[src/rtl/acc_alu_pkg.sv]
package acc_alu_pkg;

    localparam int DW  = 8;
    localparam int NW  = DW / 2;
    localparam int SW  = 3;
    localparam int NFL = 5;

    localparam logic [SW-1:0] SEL_ACC = 3'd7;
    localparam logic [NW-1:0] BCD_MAX = 4'd9;
    localparam logic [DW-1:0] LO_FIX  = 8'h06;
    localparam logic [DW-1:0] HI_FIX  = 8'h60;

    typedef enum logic [2:0] {
        OP_ADD, OP_ADC, OP_SUB, OP_SBB, OP_AND, OP_XOR, OP_OR, OP_CMP
    } alu_op_e;

    typedef enum logic [2:0] {
        CL_NONE, CL_ALU, CL_INC, CL_DEC, CL_ROT, CL_DAA, CL_SETC, CL_CPLC
    } cls_e;

    typedef enum logic [1:0] {
        RT_LC, RT_RC, RT_AL, RT_AR
    } rot_e;

    typedef struct packed {
        logic s;
        logic z;
        logic ac;
        logic p;
        logic cy;
    } flags_t;

    typedef struct packed {
        cls_e          cls;
        alu_op_e       op;
        rot_e          rot;
        logic [SW-1:0] sel;
        logic          use_acc;
    } dec_t;

    function automatic logic [DW-1:0] pack_flags(input flags_t f);
        return {f.s, f.z, 1'b0, f.ac, 1'b0, f.p, 1'b1, f.cy};
    endfunction

    function automatic flags_t mask_for(input cls_e c);
        flags_t m;
        case (c)
            CL_ALU, CL_DAA:           m = '{s: 1'b1, z: 1'b1, ac: 1'b1, p: 1'b1, cy: 1'b1};
            CL_INC, CL_DEC:           m = '{s: 1'b1, z: 1'b1, ac: 1'b1, p: 1'b1, cy: 1'b0};
            CL_ROT, CL_SETC, CL_CPLC: m = '{s: 1'b0, z: 1'b0, ac: 1'b0, p: 1'b0, cy: 1'b1};
            default:                  m = '0;
        endcase
        return m;
    endfunction

    function automatic logic even_ones(input logic [DW-1:0] v);
        return ~(^v);
    endfunction

endpackage

[src/rtl/acc_alu_decode.sv]
module acc_alu_decode
    import acc_alu_pkg::*;
(
    input  logic [DW-1:0] op,
    output dec_t          d
);
    logic [1:0]    grp;
    logic [2:0]    mid;
    logic [2:0]    low;

    assign grp = op[7:6];
    assign mid = op[5:3];
    assign low = op[2:0];

    always_comb begin
        d         = '0;
        d.cls     = CL_NONE;
        d.op      = alu_op_e'(mid);
        d.rot     = rot_e'(mid[1:0]);
        d.sel     = SEL_ACC;
        d.use_acc = 1'b1;
        unique case (grp)
            2'b10: begin
                d.cls     = CL_ALU;
                d.sel     = low;
                d.use_acc = (low == SEL_ACC);
            end
            2'b11: begin
                if (low == 3'b110) begin
                    d.cls     = CL_ALU;
                    d.use_acc = 1'b0;
                end
            end
            2'b00: begin
                unique case (low)
                    3'b100, 3'b101: begin
                        d.cls     = (low[0]) ? CL_DEC : CL_INC;
                        d.sel     = mid;
                        d.use_acc = (mid == SEL_ACC);
                    end
                    3'b111: begin
                        unique case (mid)
                            3'd0, 3'd1, 3'd2, 3'd3: d.cls = CL_ROT;
                            3'd4:                   d.cls = CL_DAA;
                            3'd6:                   d.cls = CL_SETC;
                            3'd7:                   d.cls = CL_CPLC;
                            default:                d.cls = CL_NONE;
                        endcase
                    end
                    default: d.cls = CL_NONE;
                endcase
            end
            default: d.cls = CL_NONE;
        endcase
    end
endmodule

[src/rtl/acc_alu_exec.sv]
module acc_alu_exec
    import acc_alu_pkg::*;
(
    input  cls_e          cls,
    input  alu_op_e       op,
    input  rot_e          rot,
    input  logic          use_acc,
    input  logic [DW-1:0] a,
    input  logic [DW-1:0] b_in,
    input  flags_t        f,
    output logic [DW-1:0] res,
    output flags_t        nf
);
    logic [DW-1:0] b;
    logic [DW:0]   wide;
    logic [NW:0]   nib;
    logic [DW:0]   stage;
    logic          cin;
    logic          lo_adj;
    logic          hi_adj;

    assign b = use_acc ? a : b_in;

    always_comb begin
        res    = a;
        nf     = f;
        wide   = '0;
        nib    = '0;
        stage  = '0;
        cin    = 1'b0;
        lo_adj = 1'b0;
        hi_adj = 1'b0;
        case (cls)
            CL_ALU: begin
                case (op)
                    OP_ADD, OP_ADC: begin
                        cin   = (op == OP_ADC) & f.cy;
                        wide  = {1'b0, a} + {1'b0, b} + (DW+1)'(cin);
                        nib   = {1'b0, a[NW-1:0]} + {1'b0, b[NW-1:0]} + (NW+1)'(cin);
                        res   = wide[DW-1:0];
                        nf.cy = wide[DW];
                        nf.ac = nib[NW];
                    end
                    OP_SUB, OP_SBB, OP_CMP: begin
                        cin   = (op == OP_SBB) & f.cy;
                        wide  = {1'b0, a} - {1'b0, b} - (DW+1)'(cin);
                        nib   = {1'b0, a[NW-1:0]} - {1'b0, b[NW-1:0]} - (NW+1)'(cin);
                        res   = wide[DW-1:0];
                        nf.cy = wide[DW];
                        nf.ac = nib[NW];
                    end
                    default: begin
                        case (op)
                            OP_AND:  res = a & b;
                            OP_XOR:  res = a ^ b;
                            default: res = a | b;
                        endcase
                        nf.cy = 1'b0;
                        nf.ac = 1'b0;
                    end
                endcase
            end
            CL_INC: begin
                wide  = {1'b0, b} + 9'd1;
                nib   = {1'b0, b[NW-1:0]} + 5'd1;
                res   = wide[DW-1:0];
                nf.ac = nib[NW];
            end
            CL_DEC: begin
                wide  = {1'b0, b} - 9'd1;
                nib   = {1'b0, b[NW-1:0]} - 5'd1;
                res   = wide[DW-1:0];
                nf.ac = nib[NW];
            end
            CL_ROT: begin
                case (rot)
                    RT_LC: begin res = {a[DW-2:0], a[DW-1]}; nf.cy = a[DW-1]; end
                    RT_RC: begin res = {a[0], a[DW-1:1]};    nf.cy = a[0];    end
                    RT_AL: begin res = {a[DW-2:0], f.cy};    nf.cy = a[DW-1]; end
                    default: begin res = {f.cy, a[DW-1:1]};  nf.cy = a[0];    end
                endcase
            end
            CL_DAA: begin
                lo_adj = (a[NW-1:0] > BCD_MAX) | f.ac;
                nib    = {1'b0, a[NW-1:0]} + (lo_adj ? 5'd6 : 5'd0);
                stage  = {1'b0, a} + (lo_adj ? {1'b0, LO_FIX} : 9'd0);
                hi_adj = (stage[DW-1:NW] > BCD_MAX) | f.cy | stage[DW];
                wide   = {1'b0, stage[DW-1:0]} + (hi_adj ? {1'b0, HI_FIX} : 9'd0);
                res    = wide[DW-1:0];
                nf.ac  = nib[NW];
                nf.cy  = f.cy | stage[DW] | wide[DW];
            end
            CL_SETC: nf.cy = 1'b1;
            CL_CPLC: nf.cy = ~f.cy;
            default: ;
        endcase
        nf.s = res[DW-1];
        nf.z = (res == '0);
        nf.p = even_ones(res);
    end
endmodule

[src/rtl/acc_alu_flagreg.sv]
module acc_alu_flagreg
    import acc_alu_pkg::*;
(
    input  logic   clk,
    input  logic   rst,
    input  logic   strb,
    input  flags_t mask,
    input  flags_t nxt,
    output flags_t q
);
    logic [NFL-1:0] merged;

    assign merged = (NFL'(mask) & NFL'(nxt)) | (~NFL'(mask) & NFL'(q));

    always_ff @(posedge clk) begin
        if (rst)       q <= '0;
        else if (strb) q <= flags_t'(merged);
    end

    // no strobe, no change
    a_r12_hold: assert property (@(posedge clk) disable iff (rst)
        !strb |=> $stable(q));

    // carry-only classes leave the other four flags alone
    a_r9_cy_only: assert property (@(posedge clk) disable iff (rst)
        (strb && !mask.s && !mask.z && !mask.ac && !mask.p)
        |=> ({q.s, q.z, q.ac, q.p} == $past({q.s, q.z, q.ac, q.p})));

    // increment and decrement keep carry
    a_r8_keep_cy: assert property (@(posedge clk) disable iff (rst)
        (strb && !mask.cy) |=> (q.cy == $past(q.cy)));
endmodule

[src/rtl/acc_alu_core.sv]
module acc_alu_core
    import acc_alu_pkg::*;
(
    input  logic          clk,
    input  logic          rst,
    input  logic [DW-1:0] opcode,
    input  logic [DW-1:0] acc_in,
    input  logic [DW-1:0] operand,
    input  logic          flag_strobe,
    output logic [DW-1:0] res_out,
    output logic          acc_we,
    output logic          oth_we,
    output logic          op_ok,
    output logic [DW-1:0] flags_out
);
    dec_t   dec;
    flags_t cur_f;
    flags_t nxt_f;
    flags_t upd_m;
    logic   is_step;

    acc_alu_decode u_dec (
        .op (opcode),
        .d  (dec)
    );

    acc_alu_exec u_exec (
        .cls     (dec.cls),
        .op      (dec.op),
        .rot     (dec.rot),
        .use_acc (dec.use_acc),
        .a       (acc_in),
        .b_in    (operand),
        .f       (cur_f),
        .res     (res_out),
        .nf      (nxt_f)
    );

    assign upd_m = mask_for(dec.cls);

    acc_alu_flagreg u_flags (
        .clk  (clk),
        .rst  (rst),
        .strb (flag_strobe),
        .mask (upd_m),
        .nxt  (nxt_f),
        .q    (cur_f)
    );

    assign is_step   = (dec.cls == CL_INC) || (dec.cls == CL_DEC);
    assign op_ok     = (dec.cls != CL_NONE);
    assign oth_we    = is_step && (dec.sel != SEL_ACC);
    assign acc_we    = ((dec.cls == CL_ALU) && (dec.op != OP_CMP))
                     || (dec.cls == CL_ROT) || (dec.cls == CL_DAA)
                     || (is_step && (dec.sel == SEL_ACC));
    assign flags_out = pack_flags(cur_f);

    always_comb begin
        if (!rst) begin
            // compare never writes the accumulator
            a_r7_cmp_nowrite: assert (!(opcode[7:6] == 2'b10 && opcode[5:3] == 3'd7) || !acc_we);
            // a result has at most one destination
            a_r8_we_excl: assert (!(acc_we && oth_we));
            // logical results leave carry and auxiliary carry clear
            a_r6_logic_clr: assert (!(dec.cls == CL_ALU && (dec.op == OP_AND || dec.op == OP_XOR || dec.op == OP_OR))
                                    || (!nxt_f.cy && !nxt_f.ac));
            // unknown opcodes raise no write
            a_r13_no_write: assert (op_ok || (!acc_we && !oth_we));
        end
    end
endmodule

[config.mk]
export PLATFORM = sky130hd
export DESIGN_NAME = acc_alu_core
export DESIGN_NICKNAME = d
export VERILOG_FILES = /design/src/rtl/acc_alu_pkg.sv /design/src/rtl/acc_alu_decode.sv /design/src/rtl/acc_alu_exec.sv /design/src/rtl/acc_alu_flagreg.sv /design/src/rtl/acc_alu_core.sv
export SDC_FILE = /design/constraint.sdc
export NUM_CORES = 1
export LEC_CHECK = 0
export ABC_AREA = 0
export BUFFER_PORTS_ARGS = -buffer_cell sky130_fd_sc_hd__buf_4
export CAP_MARGIN = 20
export CORE_UTILIZATION = 40
export DETAILED_ROUTE_END_ITERATION = 7
export SETUP_SLACK_MARGIN = 0.05
export SYNTH_ARGS = -nofsm -noshare
export SYNTH_HDL_FRONTEND = slang
export SYNTH_SLANG_ARGS = --single-unit
[constraint.sdc]
create_clock -name clk -period 6.22 [get_ports clk]
set_clock_uncertainty 0.05 [all_clocks]
set_input_delay 0.933 -clock clk [delete_from_list [all_inputs] [get_ports clk]]
set_output_delay 0.933 -clock clk [all_outputs]
set_load 0.05 [all_outputs]
==> results.tsv <==
stage	metric	value	unit
run_status	status	complete, no violations	
timing	Final TNS setup	0	ps
route	antenna-violating nets left	0	
route	initial drt markers	202	
setup_path	reg2reg setup slack	1730	ps
setup_path	crit path capture	res_out[4]	
die	die area	7800	sq um
clock_tree	Post-CTS Setup Bufs	0	
route	drt drc	0	
pwr	Pwr Total	0.000517	W
finish	post-route design area	3410	sq um
grt	GRT met1 Usage	35.9	%
placed_design	IO buf count	42	
pwr	power per cell area	152	nW/um^2
setup_path	Critical Path Source Type	input pin	
pwr	leakage	1.56	nW
finish	number of fill cells	769	
timing	Worst-Margin Slew	740	ps
timing	worst setup margin	423	ps
hold_path	HP Class	flop to flop	
finish	Synth-to-Final Area Change	14.4	%
yosys	largest cells by area after synthesis	ha_1 18%, xnor2_1 6.5%, mux2i_1 6.4%	
grt	busiest grt layer	met2	
clock_tree	clock sink count	5	
pwr	Peak VDD IR	77.8	uV
route	first drt pass iteration count	5	
die	Initial Util	41.3	%
timing	Final Cycle Share	93.2	%
placed_design	pre-CTS setup slack	473	ps
yosys	Yosys top cell by area	ha_1	
yosys	Warnings, synthesis	0	
timing	fmax	172	MHz
die	row count	31	
grt	met2 Resource Use GR	42.5	%
yosys	Netlist cell types	73	
grt	largest net degree at the start of global routing	31	
setup_path	WS Path Type	input pin to output port	
setup_path	Worst Path Required	5240	ps
placed_design	DP HPWL	7.61	mm
grt	initial antenna violation count	0	
yosys	Post-synth top cells	44 x ha_1, 42 x inv_1, 29 x nor2_1	
timing	slew margin rel.	50.5	%
clock_tree	clock-pin slew on the worst setup and hold paths	30	ps
finish	area occupied by multi-input gates	2630	sq um
yosys	predominant post-synthesis flop cell	dfxtp_1	
timing	post-route minimum period	5800	ps
setup_path	crit end category	output port	
placed_design	placer's final routability congestion estimate	0.914	
grt	first-pass GRT wire length	15.4	mm
timing	Finish-stage setup viols	0	
clock_tree	htree depth	1	
placed_design	dpl cell area	3370	sq um
die	Placeable Area	7210	sq um
clock_tree	CTS root buffer	clkbuf_8	
flow_run	max cap viols	0	
finish	diode count	0	
yosys	Seq/Total Area, Yosys	3.36	%
yosys	Post-synth EDFFs	0	
clock_tree	CTS tree	built	
yosys	Synth top area share	18.5	%
timing	Max Slew Vio Count	0	
finish	layout cells sized above 1	17.7	%
setup_path	worst r2r path cells	20	
route	DR vias	3110	
route	post-DR vias/cell	5.89	
die	Ports	46	
yosys	most frequent cell after synthesis	ha_1	
clock_tree	CTS-repair resized insts	0	
grt	GRT overflow	0	
die	DIE HEIGHT	88.3	microns
clock_tree	CTS buffer count	3	
grt	vias in the first global route	3000	
yosys	synthesized area per cell	7.55	sq um
finish	Final #Nets	507	
yosys	Synth async-reset ratio	0	%
setup_path	Worst EP arrival	4810	ps
timing	final count of hold timing violations	0	
route	Post-Route WL	9.50	mm
timing	RSZ-0062 raised after global routing	false	
yosys	post-synthesis cell count	395	
clock_tree	CTS Buffer Depth	2	
yosys	Yosys reg bits	5	
setup_path	CP startpoint	opcode[5]	
die	width of the die	88.3	microns
timing	worst hold margin	443	ps
clock_tree	Clock Latency Late Sink	220	ps
grt	met3 Use GR	2.05	%
finish	register area	100	sq um
setup_path	maximum fanout along the worst path	21	
clock_tree	hold buffer count at cts	0	
grt	gr usage total	25.6	%
yosys	Mapped Area	2980	sq um
route	Routed WL per cell	18.0	microns
hold_path	hold depth	2	
layout make-up:
type | instances | area share, %
sequential | 5 | 2.93
tap | 99 | 3.63
clock buffer | 4 | 1.32
timing repair buffer | 47 | 10.3
multi-input combinational | 330 | 77.0
inverter | 43 | 4.73
kinds of logic after synthesis:
logic type | synth area share, %
compound gates | 27.1
simple gates | 19.6
buf+inv | 8.61
fa+ha+maj | 22.5
xor+xnor | 8.23
mux | 10.3
flops | 3.36
other cells | 0.252
worst max-delay path, cell delays in order:
cell and delay (ps):
buf_4 220, nand3_1 210, a221oi_4 530, mux2_4 390, xnor2_1 160, ha_1 150
or2_2 110, inv_1 40, fa_1 390, a21boi_0 330, nor2_1 130, xor2_1 180
a2111oi_0 610, a2111o_1 210, buf_4 200
metrics by stage:
step,utilization (%),instances
final,47.3,528
after global placement,46.7,524
after CTS,47.3,528
after detailed placement,46.7,524
after floorplan,-,396
after global routing,47.3,528
worst min-delay path by stage:
stage	startpoint	endpoint	slack [ps]
after floorplan	flop	flop	660
after global placement	flop	flop	430
after detailed placement	flop	flop	440
after CTS	flop	flop	450
after global routing	flop	flop	470
final	flop	flop	440
report_power, final:
part           switching [W]  internal, W
registers         0.00000300    0.0000356
clock network      0.0000155    0.0000440
logic               0.000251     0.000167
total               0.000270     0.000247
cells in the final DEF (no fill, tap or decap), types with 3 or more instances in the layout:
cell type	instances
or2_2	4
nand3_1	7
a211oi_1	3
inv_1	42
xnor2_1	22
a31o_2	3
xor2_1	6
nand2b_1	4
and2_1	4
o2111ai_1	4
nor2b_1	5
a31oi_1	8
clkbuf_8	3
a21o_1	5
a21oi_1	27
a221oi_1	4
nor2_1	29
nand2_1	24
buf_4	47
ha_1	44
fa_1	6
o22ai_1	7
mux2i_1	19
o21ai_0	15
a2111oi_0	3
dfxtp_1	5
nor3_1	10
nor4_1	3
mux2_2	7
conb_1	3
routing by layer:
layer / wire length, microns / vias up / share of wire (%)
li1: - / 1502 / -
met1: 4390 / 1474 / 46
met2: 4300 / 116 / 45
met3: 567 / 18 / 6.0
met4: 242 / 0 / 2.5
met5: 0 / - / 0
(Power assumes the default switching activity.)
